### config.mk
export PLATFORM = sky130hd
export DESIGN_NAME = tick_timer_bank
export DESIGN_NICKNAME = d
export VERILOG_FILES = /design/src/rtl/tmr_pkg.sv /design/src/rtl/tmr_channel.sv /design/src/rtl/tmr_apb_regs.sv /design/src/rtl/tick_timer_bank.sv
export SDC_FILE = /design/constraint.sdc
export NUM_CORES = 2
export LEC_CHECK = 0
export CAP_MARGIN = 20
export CORE_MARGIN = 1
export CORE_UTILIZATION = 50
export DETAILED_ROUTE_END_ITERATION = 6
export DONT_BUFFER_PORTS = 1
export HOLD_SLACK_MARGIN = 0.12
export PLACE_DENSITY = 0.74
export SYNTH_ARGS = -nofsm -noshare
export SYNTH_HDL_FRONTEND = slang
export SYNTH_HIERARCHICAL = 1
export SYNTH_SLANG_ARGS = --single-unit
### constraint.sdc
create_clock -name pclk -period 3.7 [get_ports pclk]
set_input_delay 0.37 -clock pclk [delete_from_list [all_inputs] [get_ports pclk]]
set_output_delay 0.37 -clock pclk [all_outputs]
set_load 0.02 [all_outputs]
### src/rtl/tmr_pkg.sv
package tmr_pkg;

    // Control word, bits 2:0 of the control register
    typedef struct packed {
        logic mask;      // bit 2: 1 = interrupt line suppressed
        logic periodic;  // bit 1: 1 = reload programmed value, 0 = wrap to all ones
        logic en;        // bit 0: counter runs on tick
    } tmr_ctrl_t;

    localparam int CTRL_W = $bits(tmr_ctrl_t);

    // Offsets inside one channel window
    localparam int OFF_LOAD  = 'h00;
    localparam int OFF_COUNT = 'h04;
    localparam int OFF_CTRL  = 'h08;
    localparam int OFF_ACK   = 'h0C;
    localparam int OFF_MSTAT = 'h10;

    // Offsets of the shared registers above the last window
    localparam int G_MSTAT = 'h00;
    localparam int G_CLR   = 'h04;
    localparam int G_RAW   = 'h08;
    localparam int G_VER   = 'h0C;

endpackage

### src/rtl/tmr_channel.sv
module tmr_channel
    import tmr_pkg::*;
#(
    parameter int CNT_W = 32
) (
    input  logic             clk,
    input  logic             rst_n,
    input  logic             tick,
    input  logic             load_we,
    input  logic             ctrl_we,
    input  logic [CNT_W-1:0] wdata,
    input  logic             clr,
    output logic [CNT_W-1:0] count,
    output logic [CNT_W-1:0] load,
    output tmr_ctrl_t        ctrl,
    output logic             raw,
    output logic             irq
);

    typedef struct packed {
        logic [CNT_W-1:0] load;
        logic [CNT_W-1:0] count;
        tmr_ctrl_t        ctrl;
        logic             raw;
    } chan_st_t;

    chan_st_t st_d, st_q;
    logic     en_rise_d;
    logic     roll_d;

    always_comb begin
        st_d      = st_q;
        roll_d    = 1'b0;
        en_rise_d = ctrl_we && wdata[0] && !st_q.ctrl.en;

        if (load_we && !st_q.ctrl.en) begin
            st_d.load = wdata;
        end
        if (ctrl_we) begin
            st_d.ctrl = tmr_ctrl_t'(wdata[CTRL_W-1:0]);
        end

        if (en_rise_d) begin
            st_d.count = st_q.load;
        end else if (st_q.ctrl.en && tick) begin
            if (st_q.count == '0) begin
                roll_d     = 1'b1;
                st_d.count = st_q.ctrl.periodic ? st_q.load : '1;
            end else begin
                st_d.count = st_q.count - 1'b1;
            end
        end

        // a rollover in the clearing cycle keeps the flag
        st_d.raw = (st_q.raw && !clr) || roll_d;
    end

    always_ff @(posedge clk or negedge rst_n) begin
        if (!rst_n) begin
            st_q <= '0;
        end else begin
            st_q <= st_d;
        end
    end

    assign count = st_q.count;
    assign load  = st_q.load;
    assign ctrl  = st_q.ctrl;
    assign raw   = st_q.raw;
    assign irq   = st_q.raw && !st_q.ctrl.mask;

    // enabled tick away from zero steps down by one
    assert_step_down_R2: assert property (@(posedge clk) disable iff (!rst_n)
        (st_q.ctrl.en && tick && st_q.count != '0 && !ctrl_we)
        |=> (count == $past(count) - 1'b1));

    // free-running wrap to all ones
    assert_wrap_ones_R4: assert property (@(posedge clk) disable iff (!rst_n)
        (st_q.ctrl.en && !st_q.ctrl.periodic && tick && st_q.count == '0 && !ctrl_we)
        |=> (count == '1));

    // rollover raises the raw flag regardless of mask
    assert_roll_flag_R5: assert property (@(posedge clk) disable iff (!rst_n)
        (st_q.ctrl.en && tick && st_q.count == '0 && !ctrl_we) |=> raw);

    // clear coinciding with rollover leaves the flag set
    assert_clear_loses_R8: assert property (@(posedge clk) disable iff (!rst_n)
        (clr && st_q.ctrl.en && tick && st_q.count == '0 && !ctrl_we) |=> raw);

    // a disabled channel holds its count and sets no flag
    assert_hold_idle_R9: assert property (@(posedge clk) disable iff (!rst_n)
        (!st_q.ctrl.en && !(ctrl_we && wdata[0]))
        |=> ($stable(count) && !$rose(raw)));

    // reload writes are dropped while running
    assert_load_locked_R10: assert property (@(posedge clk) disable iff (!rst_n)
        (st_q.ctrl.en && load_we) |=> $stable(load));

endmodule

### src/rtl/tmr_apb_regs.sv
module tmr_apb_regs
    import tmr_pkg::*;
#(
    parameter int          NUM_CH  = 8,
    parameter int          CNT_W   = 32,
    parameter int          ADDR_W  = 8,
    parameter int          STRIDE  = 'h14,
    parameter logic [31:0] VERSION = 32'h0102_0A00
) (
    input  logic                          clk,
    input  logic                          rst_n,
    input  logic                          psel,
    input  logic                          penable,
    input  logic                          pwrite,
    input  logic [ADDR_W-1:0]             paddr,
    input  logic [NUM_CH-1:0][CNT_W-1:0]  ch_count,
    input  logic [NUM_CH-1:0][CNT_W-1:0]  ch_load,
    input  logic [NUM_CH-1:0][CTRL_W-1:0] ch_ctrl,
    input  logic [NUM_CH-1:0]             ch_raw,
    input  logic [NUM_CH-1:0]             ch_irq,
    output logic [NUM_CH-1:0]             load_we,
    output logic [NUM_CH-1:0]             ctrl_we,
    output logic [NUM_CH-1:0]             clr,
    output logic [CNT_W-1:0]              prdata
);

    localparam int CH_W   = (NUM_CH > 1) ? $clog2(NUM_CH) : 1;
    localparam int G_BASE = NUM_CH * STRIDE;

    localparam logic [ADDR_W-1:0] A_MSTAT = ADDR_W'(G_BASE + G_MSTAT);
    localparam logic [ADDR_W-1:0] A_CLR   = ADDR_W'(G_BASE + G_CLR);
    localparam logic [ADDR_W-1:0] A_RAW   = ADDR_W'(G_BASE + G_RAW);
    localparam logic [ADDR_W-1:0] A_VER   = ADDR_W'(G_BASE + G_VER);

    logic              ch_hit_d;
    logic [CH_W-1:0]   ch_sel_d;
    logic [ADDR_W-1:0] ch_off_d;
    logic              g_hit_d;
    logic              wr_d;
    logic              rd_d;

    // Window decode: one comparison pair per channel
    always_comb begin
        ch_hit_d = 1'b0;
        ch_sel_d = '0;
        ch_off_d = '0;
        for (int i = 0; i < NUM_CH; i++) begin
            if (paddr >= ADDR_W'(i * STRIDE) && paddr < ADDR_W'((i + 1) * STRIDE)) begin
                ch_hit_d = 1'b1;
                ch_sel_d = CH_W'(i);
                ch_off_d = paddr - ADDR_W'(i * STRIDE);
            end
        end
        g_hit_d = (paddr == A_MSTAT) || (paddr == A_CLR) ||
                  (paddr == A_RAW)   || (paddr == A_VER);
        wr_d = psel && penable && pwrite;
        rd_d = psel && penable && !pwrite;
    end

    // Strobes to the channels
    always_comb begin
        for (int i = 0; i < NUM_CH; i++) begin
            load_we[i] = wr_d && ch_hit_d && ch_sel_d == CH_W'(i) && ch_off_d == ADDR_W'(OFF_LOAD);
            ctrl_we[i] = wr_d && ch_hit_d && ch_sel_d == CH_W'(i) && ch_off_d == ADDR_W'(OFF_CTRL);
            clr[i]     = (rd_d && ch_hit_d && ch_sel_d == CH_W'(i) && ch_off_d == ADDR_W'(OFF_ACK)) ||
                         (rd_d && paddr == A_CLR);
        end
    end

    // Read mux
    always_comb begin
        prdata = '0;
        if (ch_hit_d) begin
            case (ch_off_d)
                ADDR_W'(OFF_LOAD):  prdata = ch_load[ch_sel_d];
                ADDR_W'(OFF_COUNT): prdata = ch_count[ch_sel_d];
                ADDR_W'(OFF_CTRL):  prdata[CTRL_W-1:0] = ch_ctrl[ch_sel_d];
                ADDR_W'(OFF_ACK):   prdata[0] = ch_raw[ch_sel_d];
                ADDR_W'(OFF_MSTAT): prdata[0] = ch_irq[ch_sel_d];
                default:            prdata = '0;
            endcase
        end else if (g_hit_d) begin
            case (paddr)
                A_MSTAT: prdata[NUM_CH-1:0] = ch_irq;
                A_CLR:   prdata[0] = |ch_raw;
                A_RAW:   prdata[NUM_CH-1:0] = ch_raw;
                A_VER:   prdata = CNT_W'(VERSION);
                default: prdata = '0;
            endcase
        end
    end

    // nothing decoded means a zero read
    assert_unmapped_zero_R12: assert property (@(posedge clk) disable iff (!rst_n)
        (psel && !pwrite && !ch_hit_d && !g_hit_d) |-> (prdata == '0));

    // at most one channel acknowledged by a window read
    assert_one_ack_R7: assert property (@(posedge clk) disable iff (!rst_n)
        (rd_d && paddr != A_CLR) |-> $onehot0(clr));

endmodule

### src/rtl/tick_timer_bank.sv
module tick_timer_bank
    import tmr_pkg::*;
#(
    parameter int          NUM_CH  = 8,
    parameter int          CNT_W   = 32,
    parameter int          ADDR_W  = 8,
    parameter int          STRIDE  = 'h14,
    parameter logic [31:0] VERSION = 32'h0102_0A00
) (
    input  logic              pclk,
    input  logic              presetn,
    input  logic              psel,
    input  logic              penable,
    input  logic              pwrite,
    input  logic [ADDR_W-1:0] paddr,
    input  logic [CNT_W-1:0]  pwdata,
    output logic [CNT_W-1:0]  prdata,
    output logic              pready,
    output logic              pslverr,
    input  logic              tick_en,
    output logic [NUM_CH-1:0] irq_ch,
    output logic              irq_any
);

    logic [NUM_CH-1:0][CNT_W-1:0]  ch_count;
    logic [NUM_CH-1:0][CNT_W-1:0]  ch_load;
    logic [NUM_CH-1:0][CTRL_W-1:0] ch_ctrl;
    logic [NUM_CH-1:0]             ch_raw;
    logic [NUM_CH-1:0]             ch_irq;
    logic [NUM_CH-1:0]             load_we;
    logic [NUM_CH-1:0]             ctrl_we;
    logic [NUM_CH-1:0]             clr;

    tmr_apb_regs #(
        .NUM_CH (NUM_CH),
        .CNT_W  (CNT_W),
        .ADDR_W (ADDR_W),
        .STRIDE (STRIDE),
        .VERSION(VERSION)
    ) u_regs (
        .clk     (pclk),
        .rst_n   (presetn),
        .psel    (psel),
        .penable (penable),
        .pwrite  (pwrite),
        .paddr   (paddr),
        .ch_count(ch_count),
        .ch_load (ch_load),
        .ch_ctrl (ch_ctrl),
        .ch_raw  (ch_raw),
        .ch_irq  (ch_irq),
        .load_we (load_we),
        .ctrl_we (ctrl_we),
        .clr     (clr),
        .prdata  (prdata)
    );

    for (genvar g = 0; g < NUM_CH; g++) begin : g_ch
        tmr_ctrl_t ctrl_w;

        tmr_channel #(
            .CNT_W(CNT_W)
        ) u_chan (
            .clk    (pclk),
            .rst_n  (presetn),
            .tick   (tick_en),
            .load_we(load_we[g]),
            .ctrl_we(ctrl_we[g]),
            .wdata  (pwdata),
            .clr    (clr[g]),
            .count  (ch_count[g]),
            .load   (ch_load[g]),
            .ctrl   (ctrl_w),
            .raw    (ch_raw[g]),
            .irq    (ch_irq[g])
        );

        assign ch_ctrl[g] = ctrl_w;

        // a masked channel never drives its line
        assert_mask_quiet_R6: assert property (@(posedge pclk) disable iff (!presetn)
            ctrl_w.mask |-> !irq_ch[g]);
    end

    assign irq_ch  = ch_irq;
    assign irq_any = |ch_irq;
    assign pready  = 1'b1;
    assign pslverr = 1'b0;

endmodule

==> results.json <==
{
  "yosysWarnings": 6,
  "dieArea_mm2": 0.07421,
  "port_buffers": 0,
  "netlist.top_cell.by_area": "dfrtp_1",
  "cap_violations": 0,
  "io_pins": 89,
  "gp_congestion": 1.056,
  "r2r_start": "g_ch[3].u_chan/count[0]",
  "max-vdd-ir-drop_mv": 0.3640,
  "synth-seq-area-share": 0.3723,
  "yosys_register_bits": 544,
  "synth_edf_count": 0,
  "start_kind": "input port",
  "fp-row-count": 98,
  "clock-sinks": 544,
  "seqCellArea_mm2": 0.01361,
  "htreeDepth": 3,
  "power_frac_seq": 0.391,
  "arrival_ns": 3.48,
  "postCtsHoldBufs": 34,
  "setup_ws_ns": -0.1457,
  "wl_per_cell_um": 33.09,
  "globalRouteOverflowTotal": 0,
  "final_max_slew_viol_count": 438,
  "p_comb_frac": 0.226,
  "drive_gt1_frac": 0.2673,
  "synth_area_leaders": "dfrtp_1 37%, mux2_2 8.4%, a21oi_1 4.1%",
  "power_density_mw_per_mm2": 405.9,
  "grt_pass1_wl_um": 246800,
  "fmax_mhz": 260.0,
  "grt_max_degree": 545,
  "synthMostInstantiatedCell": "dfrtp_1",
  "die_height_um": 272.4,
  "drc_errors": 4,
  "hpwl_um": 121900,
  "dp_slack_ns": -0.8839,
  "drt_iter0_drc": 7659,
  "p_leak_nw": 19.22,
  "synth_area_mm2": 0.03656,
  "synth_cell_types": 96,
  "via_count": 40460,
  "power.share.switching": 0.3397,
  "r2r-end": "g_ch[3].u_chan/count[10]",
  "fillers": 6040,
  "ant_nets": 0,
  "core_area_mm2": 0.07198,
  "clock_power_share": 0.383,
  "synth-async-reset-ratio": 1.000,
  "synthDominantCellAreaShare": 0.3723,
  "ctsRootBufferMaster": "clkbuf_16",
  "track_usage": 0.4509,
  "required_ns": 3.33,
  "cts_tree": "yes",
  "clk_pin_slew_ns": 0.05,
  "setup-violations-final": 19,
  "nets": 4377,
  "timing.final.crit_share": 1.039,
  "multiInputGateArea_mm2": 0.02221,
  "syn_nets": 4136,
  "netlist_instances": 4061,
  "intPower_mw": 11.84,
  "violations": "DRC, hold timing, slew limit, setup timing",
  "rsz0062_at_grt": "yes",
  "reg2regPathDepth": 8,
  "finalCriticalPeriod_ns": 3.846,
  "holdWs_ns": -0.5242,
  "tightest_slew_ns": 2.466,
  "final_cells": 5323,
  "cts_buffers": 66,
  "dp.cells": 5095,
  "vias_per_cell": 7.600,
  "synth_flop_cell": "dfrtp_1",
  "drt_wl_total_um": 176100,
  "endpoint_kind": "output pin",
  "reg2reg_slack_ns": 0.53,
  "die_w_um": 272.4,
  "fin_util": 0.6140,
  "insertion_delay_ns": 0.64,
  "grt_pass1_vias": 35500,
  "maxSlewHeadroom": -0.6439,
  "drt_first_pass_iters": 7,
  "setup-tns-final_ns": -0.9236,
  "cts_buffer_depth": 3,
  "synth_area_per_cell_um2": 9.003,
  "min_path_type": "input port to async pin",
  "hold_violations": 453,
  "initial_utilization": 0.5080,
  "fin_skew_ns": 0.02949,
  "power.net_switching_mw": 6.093,
  "status": "complete, but fails checks",
  "area_delta_synth_final_pct": 20.88,
  "path_class": "input port to output pin",
  "antenna_found_initial": 10,
  "cp_max_fo": 17,
  "yosys-top-cells-count": "544 x dfrtp_1, 326 x nor2_1, 298 x a21oi_1, 274 x mux2_2, 266 x clkbuf_1"
}
[cell families (layout without fill, tap and decap cells)]
family,after synthesis,after routing,synth area share
simple gates,1448,1452,0.2229
compound gates,1325,1325,0.2551
flops,544,544,0.3723
buf+inv,415,704,0.04911
mux,283,283,0.08686
fa+ha+maj,29,29,0.009924
xor+xnor,15,15,0.003593
other cells,2,21,0.0002054
[per-stage QoR]
stage / total power [mW] / cell area [um^2]
finish: 17.94 / 44190
global route: 18.23 / 44150
CTS: 17.32 / 42890
detailed placement: 10.40 / 40070
global placement: 10.35 / 40070
floorplan: 8.897 / 37040
[metal layers]
layer	GRT usage	up-vias	routed length [um]
met5	0	-	240
met4	0.2315	15	11420
met3	0.1869	711	30910
met2	0.6047	3795	68790
met1	0.6148	19510	64770
li1	-	16420	-
[power by group through the flow]
stage / Clock [mW] / Sequential [mW] / Combinational [mW]
after floorplan: 0 / 6.72 / 2.18
after global placement: 0 / 7.03 / 3.32
after detailed placement: 0 / 7.04 / 3.36
after CTS: 6.82 / 6.94 / 3.57
after global routing: 7.09 / 7.03 / 4.12
final: 6.87 / 7.02 / 4.05
[critical path, stage by stage]
cell       delay [ns]
inv_6            0.04
ha_4             0.16
buf_6            0.10
nor4bb_4         0.32
o311ai_4         0.15
buf_6            0.16
a221oi_4         0.37
buf_6            0.17
nor2_4           0.04
o21ai_4          0.23
buf_6            0.18
clkbuf_16        0.18
nand2_1          0.11
a21oi_2          0.26
o21ai_1          0.13
a21oi_1          0.20
buf_4            0.17
buf_6            0.12
[layout make-up]
type / count / area share
repair buffers: 492 / 0.1025
clock buffers: 99 / 0.04499
diodes: 19 / 0.001076
clock inverters: 21 / 0.005832
multi-input cells: 3106 / 0.5025
well taps: 950 / 0.02690
inverters: 92 / 0.008125
flip-flops and latches: 544 / 0.3080
[sequential cells by signal, indices dropped and copies added (netlist names)]
register           cells
g_ch.u_chan/load     256
g_ch.u_chan/count    256
g_ch.u_chan/raw        8
g_ch.u_chan/ctrl      24
[layout by cell type (no fill, tap or decap), types with 79 or more instances in the layout]
cell / synthesis / layout
dfrtp_1: 544 / 544
nand3_1: 111 / 110
nand2_1: 234 / 224
buf_4: 10 / 371
o22ai_1: 121 / 111
nor2_1: 326 / 310
o21ai_0: 166 / 145
nor3_1: 159 / 155
nor4_1: 131 / 128
and3_1: 80 / 79
a31oi_1: 94 / 89
a21oi_1: 298 / 256
mux2_2: 274 / 274
inv_1: 90 / 87
[timing repair]
action                                  CTS  global route
hold endpoints to repair                824           544
cloned                                    1            13
endpoints found under the setup margin  195           406
pin swaps                                 8            55
setup buffers                             6            36
resized for setup                        42           168
[how the worst max path moves through the flow]
stage               startpoint                       end  slack [ns]  depth (start not counted)
detailed placement    paddr[4]  g_ch[2].u_chan/count[13]       -0.88                         17
floorplan             paddr[2]  g_ch[4].u_chan/count[22]       -0.45                         21
finish                paddr[5]                prdata[28]       -0.15                         18
CTS                   paddr[3]                 prdata[1]       -0.07                         15
global placement      paddr[3]   g_ch[6].u_chan/count[0]       -0.87                         18
global route          paddr[0]                prdata[28]       -0.13                         13
Note: power is estimated with default switching activity, not from simulation.
